<file path="config.mk">
export PLATFORM = sky130hd
export DESIGN_NAME = irq_router
export DESIGN_NICKNAME = d
export VERILOG_FILES = /design/src/rtl/irq_router_pkg.sv /design/src/rtl/irq_src_cond.sv /design/src/rtl/irq_regs.sv /design/src/rtl/irq_fanout.sv /design/src/rtl/irq_router.sv
export SDC_FILE = /design/constraint.sdc
export NUM_CORES = 1
export LEC_CHECK = 0
export ABC_AREA = 0
export BUFFER_PORTS_ARGS = -buffer_cell sky130_fd_sc_hd__buf_2
export CORE_MARGIN = 4
export CORE_UTILIZATION = 56
export CTS_CLUSTER_SIZE = 40
export DETAILED_ROUTE_END_ITERATION = 16
export PLACE_DENSITY = 0.78
export SYNTH_ARGS = -nofsm -noshare
export SYNTH_HDL_FRONTEND = slang
export SYNTH_SLANG_ARGS = --single-unit
</file>
<file path="constraint.sdc">
create_clock -name clk_i -period 2.3 [get_ports clk_i]
set_input_delay 0.23 -clock clk_i [delete_from_list [all_inputs] [get_ports clk_i]]
set_output_delay 0.23 -clock clk_i [all_outputs]
set_load 0.1 [all_outputs]
</file>
<file path="src/rtl/irq_router_pkg.sv">
package irq_router_pkg;
  localparam int NSRC   = 32;
  localparam int NCORE  = 4;
  localparam int NLINE  = 4;
  localparam int RW     = NCORE + NLINE;
  localparam int NPAR   = NCORE * NLINE;
  localparam int AW     = 8;
  localparam int DW     = 32;
  localparam int NLANE  = DW / 8;
  localparam int WAW    = AW - 2;
  localparam int ROUTE_WORDS = NSRC / NLANE;
  localparam int SYNC_STAGES = 2;

  localparam logic [WAW-1:0] W_EN    = WAW'(6'h09);
  localparam logic [WAW-1:0] W_SET   = WAW'(6'h0A);
  localparam logic [WAW-1:0] W_CLR   = WAW'(6'h0B);
  localparam logic [WAW-1:0] W_POL   = WAW'(6'h0C);
  localparam logic [WAW-1:0] W_TRIG  = WAW'(6'h0D);
  localparam logic [WAW-1:0] W_STAT0 = WAW'(6'h10);

  // line select in the high nibble, core mask in the low nibble
  typedef struct packed {
    logic [NLINE-1:0] line;
    logic [NCORE-1:0] core;
  } route_t;

  function automatic logic [DW-1:0] lane_mask(input logic [NLANE-1:0] be);
    logic [DW-1:0] m;
    for (int b = 0; b < NLANE; b++) m[8*b +: 8] = {8{be[b]}};
    return m;
  endfunction
endpackage

</file>
<file path="src/rtl/irq_src_cond.sv">
module irq_src_cond
  import irq_router_pkg::*;
#(
  parameter int N      = NSRC,
  parameter int STAGES = SYNC_STAGES
) (
  input  logic         clk_i,
  input  logic         rst_ni,
  input  logic [N-1:0] src_i,
  input  logic [N-1:0] pol_i,
  input  logic [N-1:0] trig_i,
  input  logic [N-1:0] clr_i,
  output logic [N-1:0] act_o,
  output logic [N-1:0] pend_o
);
  logic [STAGES-1:0][N-1:0] sync_q;
  logic [N-1:0] prev_q, lvl, hit;

  always_ff @(posedge clk_i or negedge rst_ni) begin
    if (!rst_ni) begin
      sync_q <= '0;
      prev_q <= '0;
    end else begin
      sync_q[0] <= src_i;
      for (int s = 1; s < STAGES; s++) sync_q[s] <= sync_q[s-1];
      prev_q <= sync_q[STAGES-1];
    end
  end

  assign lvl = sync_q[STAGES-1];
  // edge picked from raw samples so a sense change never fakes an edge
  assign hit = ((lvl & ~prev_q) & ~pol_i) | ((~lvl & prev_q) & pol_i);

  for (genvar i = 0; i < N; i++) begin : g_pend
    logic pend_q;
    always_ff @(posedge clk_i or negedge rst_ni) begin
      if (!rst_ni)                pend_q <= 1'b0;
      else if (clr_i[i])          pend_q <= 1'b0;
      else if (trig_i[i] && hit[i]) pend_q <= 1'b1;
    end
    assign pend_o[i] = pend_q;
    assign act_o[i]  = trig_i[i] ? pend_q : (lvl[i] ^ pol_i[i]);
  end
endmodule

</file>
<file path="src/rtl/irq_regs.sv">
module irq_regs
  import irq_router_pkg::*;
(
  input  logic                         clk_i,
  input  logic                         rst_ni,
  input  logic                         req_i,
  input  logic                         we_i,
  input  logic [AW-1:0]                addr_i,
  input  logic [NLANE-1:0]             be_i,
  input  logic [DW-1:0]                wdata_i,
  input  logic [NCORE-1:0][NSRC-1:0]   stat_i,
  output logic [DW-1:0]                rdata_o,
  output route_t [NSRC-1:0]            route_o,
  output logic [NSRC-1:0]              en_o,
  output logic [NSRC-1:0]              pol_o,
  output logic [NSRC-1:0]              trig_o,
  output logic [NSRC-1:0]              clr_o
);
  logic [WAW-1:0] widx;
  logic [1:0]     unused_lsb;
  logic           wr, rd;
  logic [DW-1:0]  wmask, wbits, rd_d, rdata_q;
  logic [NSRC-1:0] en_q, pol_q, trig_q;
  route_t         route_q [NSRC];

  assign widx       = addr_i[AW-1:2];
  assign unused_lsb = addr_i[1:0];
  assign wr         = req_i & we_i;
  assign rd         = req_i & ~we_i;
  assign wmask      = lane_mask(be_i);
  assign wbits      = wdata_i & wmask;

  for (genvar i = 0; i < NSRC; i++) begin : g_route
    localparam logic [WAW-1:0] WI = WAW'(i / NLANE);
    localparam int LANE = i % NLANE;
    always_ff @(posedge clk_i or negedge rst_ni) begin
      if (!rst_ni) route_q[i] <= '0;
      else if (wr && widx == WI && be_i[LANE]) route_q[i] <= route_t'(wdata_i[8*LANE +: 8]);
    end
    assign route_o[i] = route_q[i];
  end

  always_ff @(posedge clk_i or negedge rst_ni) begin
    if (!rst_ni) begin
      en_q   <= '0;
      pol_q  <= '0;
      trig_q <= '0;
    end else if (wr) begin
      case (widx)
        W_SET:   en_q   <= en_q | wbits;
        W_CLR:   en_q   <= en_q & ~wbits;
        W_POL:   pol_q  <= (pol_q & ~wmask) | wbits;
        W_TRIG:  trig_q <= (trig_q & ~wmask) | wbits;
        default: ;
      endcase
    end
  end

  assign clr_o = (wr && widx == W_CLR) ? wbits : '0;

  always_comb begin
    rd_d = '0;
    if (widx < WAW'(ROUTE_WORDS)) begin
      for (int b = 0; b < NLANE; b++)
        rd_d[8*b +: 8] = route_q[int'(widx[$clog2(ROUTE_WORDS)-1:0]) * NLANE + b];
    end else begin
      case (widx)
        W_EN, W_SET, W_CLR: rd_d = en_q;
        W_POL:              rd_d = pol_q;
        W_TRIG:             rd_d = trig_q;
        default:            ;
      endcase
      for (int c = 0; c < NCORE; c++)
        if (widx == W_STAT0 + WAW'(2 * c)) rd_d = stat_i[c];
    end
  end

  always_ff @(posedge clk_i or negedge rst_ni) begin
    if (!rst_ni) rdata_q <= '0;
    else if (rd) rdata_q <= rd_d;
  end

  assign rdata_o = rdata_q;
  assign en_o    = en_q;
  assign pol_o   = pol_q;
  assign trig_o  = trig_q;
endmodule

</file>
<file path="src/rtl/irq_fanout.sv">
module irq_fanout
  import irq_router_pkg::*;
(
  input  logic [NSRC-1:0]              act_i,
  input  route_t [NSRC-1:0]            route_i,
  output logic [NCORE-1:0][NSRC-1:0]   stat_o,
  output logic [NPAR-1:0]              parent_o
);
  for (genvar c = 0; c < NCORE; c++) begin : g_core
    for (genvar i = 0; i < NSRC; i++) begin : g_src
      assign stat_o[c][i] = act_i[i] & route_i[i].core[c];
    end
    for (genvar k = 0; k < NLINE; k++) begin : g_line
      logic [NSRC-1:0] on_line;
      for (genvar i = 0; i < NSRC; i++) begin : g_sel
        assign on_line[i] = route_i[i].line[k];
      end
      assign parent_o[c*NLINE + k] = |(stat_o[c] & on_line);
    end
  end
endmodule

</file>
<file path="src/rtl/irq_router.sv">
module irq_router
  import irq_router_pkg::*;
(
  input  logic              clk_i,
  input  logic              rst_ni,
  input  logic [NSRC-1:0]   src_i,
  input  logic              req_i,
  input  logic              we_i,
  input  logic [AW-1:0]     addr_i,
  input  logic [NLANE-1:0]  be_i,
  input  logic [DW-1:0]     wdata_i,
  output logic [DW-1:0]     rdata_o,
  output logic [NPAR-1:0]   parent_o
);
  route_t [NSRC-1:0]            route;
  logic [NSRC-1:0]              en_q, pol_q, trig_q, clr, act_raw, pend_q, act;
  logic [NCORE-1:0][NSRC-1:0]   stat;

  irq_regs u_regs (
    .clk_i, .rst_ni, .req_i, .we_i, .addr_i, .be_i, .wdata_i,
    .stat_i (stat),
    .rdata_o,
    .route_o(route),
    .en_o   (en_q),
    .pol_o  (pol_q),
    .trig_o (trig_q),
    .clr_o  (clr)
  );

  irq_src_cond #(.N(NSRC), .STAGES(SYNC_STAGES)) u_cond (
    .clk_i, .rst_ni, .src_i,
    .pol_i (pol_q),
    .trig_i(trig_q),
    .clr_i (clr),
    .act_o (act_raw),
    .pend_o(pend_q)
  );

  assign act = act_raw & en_q;

  irq_fanout u_fan (
    .act_i   (act),
    .route_i (route),
    .stat_o  (stat),
    .parent_o
  );
endmodule

</file>
==> impl_results.md, run 1 <==
- GRT Util Overall: 0.6841
- Register bit total from synthesis: 512
- Final HPWL from detailed placement: 114.4 mm
- Die X: 226.3 um
- Sequential-to-total area share from yosys stat: 0.4800
- Root buffer cell: clkbuf_16
- Top-level port count: 128
- Global placer's final weighted congestion: 1.322
- GRT Residual Overflow: 14
- EDFF count, synth: 0
- Rows: 79
- Synthesis warning total: 0
- Async set or reset register ratio after synthesis: 1.000
- Number of distinct standard cells referenced by the synthesized netlist: 61
- Cell types with the highest counts after synthesis: 512 x dfrtp_1, 315 x mux2_2, 144 x a21oi_1, 127 x nand3_1, 116 x nand2_1
- Top cell type's share of synthesized area: 0.4800
- Dominant cells by area after synthesis: dfrtp_1 48%, mux2_2 13%, mux4_2 5.4%
- Error message: [ERROR GRT-0232] Routing congestion too high. Check the congestion heatmap in the GUI.
- Initial core utilization: 0.5697
- Net count after synthesis: 2395
- Stage reached: 5_1_grt
- Placed instance area: 0.03323 sq mm
- Gate count after technology mapping: 2315
- Floorplan die height: 226.3 um
- Netlist Area Pre-Place: 0.02669 sq mm
- Pin count of the biggest net entering global routing: 61
- Endpoint with the least setup slack after the last repair: parent_o[10]
- Sinks on the clock net: 512
- # port buffers: 125
- Clock buffers created by TritonCTS: 53
- Result of the run: aborted with a tool error
- Number of buffers on the longest clock path: 3
- Main flop type after synthesis: dfrtp_1
- Biggest area consumer among synthesized cells: dfrtp_1
- Leading cell type by number of instances after synthesis: dfrtp_1
- Clock H-tree levels: 2
- Mean cell area of the mapped netlist: 11.53 sq um
- Type of pin the worst path ends at: primary output
per-layer routing:
layer | track usage | GRT overflow
met5 | 0.1964 | 0
met4 | 0.5911 | 7
met3 | 0.5063 | 0
met2 | 0.8659 | 7
met1 | 0.7267 | 0
cell families after synthesis:
group                     after synthesis  synth area share
buffers and inverters                 149           0.02198
muxes                                 402            0.1959
xor gates and xnor gates               26          0.008531
AOI/OAI and AO/OA                     640            0.1734
DFF                                   512            0.4800
and+or+nand+nor                       586            0.1201
through the flow:
stage	TNS [ns]	hold WS [ns]	cells	setup WS, ns
after floorplan	-1.682	-0.06559	2315	-0.4954
after global placement	-9.948	0.2685	3536	-0.6568
after detailed placement	-12.68	0.2726	3536	-0.6539
after CTS	-15.35	0.005424	3715	-1.059
what timing repair did:
item                                   CTS
endpoints found under the hold margin   94
setup buffers                           39
hold buffers                            44
setup endpoints to repair               17
pin swaps                               88
gates cloned                             1
gates resized for setup                204
==> run 2, diff against run 1 <==
--- a/config.mk
+++ b/config.mk
@@ -8,10 +8,9 @@
 export ABC_AREA = 0
 export BUFFER_PORTS_ARGS = -buffer_cell sky130_fd_sc_hd__buf_2
 export CORE_MARGIN = 4
-export CORE_UTILIZATION = 56
-export CTS_CLUSTER_SIZE = 40
+export CORE_UTILIZATION = 40
 export DETAILED_ROUTE_END_ITERATION = 16
-export PLACE_DENSITY = 0.78
+export PLACE_DENSITY_LB_ADDON = 0.15
 export SYNTH_ARGS = -nofsm -noshare
 export SYNTH_HDL_FRONTEND = slang
 export SYNTH_SLANG_ARGS = --single-unit
==> constraint.sdc (replaced) <==
create_clock -name clk_i -period 2.99 [get_ports clk_i]
set_input_delay 0.299 -clock clk_i [delete_from_list [all_inputs] [get_ports clk_i]]
set_output_delay 0.299 -clock clk_i [all_outputs]
set_load 0.1 [all_outputs]
==> impl_results.md, run 2 <==
- Final HPWL from detailed placement: 134.8 mm
- Worst flop-to-flop path startpoint: u_cond.lvl[16]
- Post-route standard cell area excluding fillers: 0.03608 sq mm
- Biggest area consumer among synthesized cells: dfrtp_1
- Source-to-sink clock delay at the later pin of the worst-skew pair: 0.67 ns
- Arrival time of the worst setup path: 3.29 ns
- Share of final-layout standard cells stronger than drive strength 1: 0.4423
- Area of the die: 0.07093 sq mm
- Max capacitance violation total: 0
- Root buffer cell: clkbuf_16
- Worst slack at placement: -0.1393 ns
- Register bit total from synthesis: 512
- Netlist Area Pre-Place: 0.02669 sq mm
- Number of buffers on the longest clock path: 3
- Final period demand of the worst path: 3.587 ns
- Post-route clock skew: 0.04665 ns
- Mean number of vias per cell: 7.158
- Max VDD drop: 540.3 uV
- Result of the run: finished with violations
- Async set or reset register ratio after synthesis: 1.000
- Signed area change from the synthesized netlist to the final layout: 35.16%
- Critical path required time: 2.69 ns
- Dominant cells by area after synthesis: dfrtp_1 48%, mux2_2 13%, mux4_2 5.4%
- PnR Total Power: 0.01763 W
- Routed vias: 27550
- Clock edge transition at the registers on the reported setup and hold paths: 0.06 ns
- Placed instance area: 0.03227 sq mm
- Initial core utilization: 0.4045
- Worst hold slack: 0.02899 ns
- Setup repair after global routing missed its margin: yes
- Fill cell instance count of the final layout: 5486
- Clock buffers created by TritonCTS: 55
- Die X: 266.3 um
- Fin nets: 3010
- Worst-path cell chain: xor2_2 -> o211ai_1 -> buf_4 -> nor2_4 -> buf_6 -> a221oi_2 -> nand4_1 -> or4_4 -> buf_12
- Mean cell area of the mapped netlist: 11.53 sq um
- DR DRC count: 0
- Net count after synthesis: 2395
- Fin crit share: 1.200
- GRT Residual Overflow: 0
- Total core area: 0.06598 sq mm
- Sequential-to-total area share from yosys stat: 0.4800
- Number of distinct standard cells referenced by the synthesized netlist: 61
- Routed WL per cell: 45.39 um
- Top routing layer in use: met5
- Count of buffer and inverter cells on the critical path: 3
- Met1 Wirelength: 62.01 mm
- Actual slew at the worst max-slew pin: 1.255 ns
- Routed met2 length: 72.08 mm
- Sinks on the clock net: 512
- Number of iterations in the first detailed-routing pass: 6
- Main flop type after synthesis: dfrtp_1
- Remaining antenna violation count: 0
- Global-route wire length before repair: 234.9 mm
- Total count of hold-check failures in the final report: 0
- EDFF count, synth: 0
- Amount of wire on met3 after detailed routing: 22.52 mm
- Cell area power density: 488.8 mW/mm^2
- Max Clock Freq: 278.8 MHz
- Leading cell type by number of instances after synthesis: dfrtp_1
- Worst setup path startpoint: u_cond.lvl[16]
- Gate count after technology mapping: 2315
- Vias in the first global route: 27500
- Top cell type's share of synthesized area: 0.4800
- Cell types with the highest counts after synthesis: 512 x dfrtp_1, 315 x mux2_2, 144 x a21oi_1, 127 x nand3_1, 116 x nand2_1
- Final setup slack of the worst path: -0.5967 ns
- Number of DRC markers after the initial detailed-route iteration: 4033
- Pin count of the biggest net entering global routing: 76
- CTS tree: built
- Critical-path maximum fanout: 4
- Clock H-tree levels: 2
- Crit. End Element: primary output
- Family with the most delay on the worst path: simple AND/OR/NAND/NOR gates
- Worst max-slew margin expressed relative to the limit: 0.1601
- Delay of the slowest critical-path stage: 0.57 ns
- P_leak: 16.43 nW
- Top-level port count: 128
- Global placer's final weighted congestion: 1.119
- Commonest non-fill, non-tap cell in the layout: dfrtp_1
- Total setup violations reported at the end of the flow: 16
- CP Launch Type: flop
- Final wirelength: 174.7 mm
- Slowest cell on the critical path: or4_4
- Startpoint of the tightest hold check path: wdata_i[10]
- Initial antenna violation count: 16
- # port buffers: 125
- Class of the tightest hold or removal check: in2reg
- Critical path start-end classification: reg2out
- GRT Util Overall: 0.4865
- Floorplan die height: 266.3 um
- Max Slew Vio Count: 0
- Synthesis warning total: 0
- Rows: 94
- Commonest cells after routing, fill and taps aside: 510 x dfrtp_1, 455 x buf_4, 315 x mux2_2
- Violations in the final reports: setup timing
run 2: cell counts after synthesis:
Identical to the previous run, type by type.
run 2: path summary, 6_finish.rpt:
kind | end | slack [ns] | cells after the start
setup / recovery | parent_o[12] | -0.60 | 9
hold / removal | u_cond.g_pend[10].pend_q | 0.03 | 2
hold reg to reg | u_cond.lvl[19] | 0.35 | 0
max in group asynchronous | u_regs.route_o[19] | 1.69 | 4
setup reg to reg | u_regs.rdata_o[16] | 0.57 | 8
min in group asynchronous | u_regs.route_o[219] | 0.28 | 2
run 2: metal layers:
| metal | up-vias | track usage |
|---|---|---|
| li1 | 10440 | - |
| met4 | 14 | 0.3698 |
| met1 | 14050 | 0.5848 |
| met5 | - | 0 |
| met3 | 711 | 0.1912 |
| met2 | 2331 | 0.7030 |
run 2: kinds of logic after synthesis:
logic type,count (synthesis),synth area share
AO/OA/AOI/OAI,640,0.1734
multiplexers,402,0.1959
buffers and inverters,149,0.02198
XOR/XNOR,26,0.008531
flip-flops,512,0.4800
AND/OR/NAND/NOR,586,0.1201
run 2: through the flow:
step | TNS (ns) | instances | util
after global routing | -8.392 | 3840 | 0.5464
after CTS | -7.769 | 3837 | 0.5431
after floorplan | 0 | 2315 | -
after global placement | -1.097 | 3672 | 0.4891
final | -8.022 | 3849 | 0.5468
after detailed placement | -2.045 | 3672 | 0.4891
run 2: layout make-up:
type / instances / area, sq um / area share
diodes: 12 / 30.03 / 0.0008324
clock buffers: 75 / 1592 / 0.04412
clock inverters: 25 / 364.1 / 0.01009
inverters: 17 / 67.56 / 0.001873
multi-input cells: 1654 / 14250 / 0.3950
flip-flops and latches: 512 / 12810 / 0.3552
well taps: 864 / 1081 / 0.02997
repair buffers: 690 / 5876 / 0.1629
run 2: where the power goes:
| part | internal (W) | total (W) | leakage, nW | switching (W) |
|---|---|---|---|---|
| combinational | 0.000877 | 0.00233 | 8.80 | 0.00146 |
| clock | 0.00428 | 0.00737 | 0.960 | 0.00309 |
| sequential | 0.00728 | 0.00793 | 6.67 | 0.000650 |
run 2: what timing repair did:
item	4_1_cts	5_1_grt
endpoints found under the hold margin	94	0
resized for setup	242	49
setup buffers	31	1
hold buffers	36	0
pin swaps	59	36
setup endpoints to repair	16	16
(Power assumes the default switching activity.)
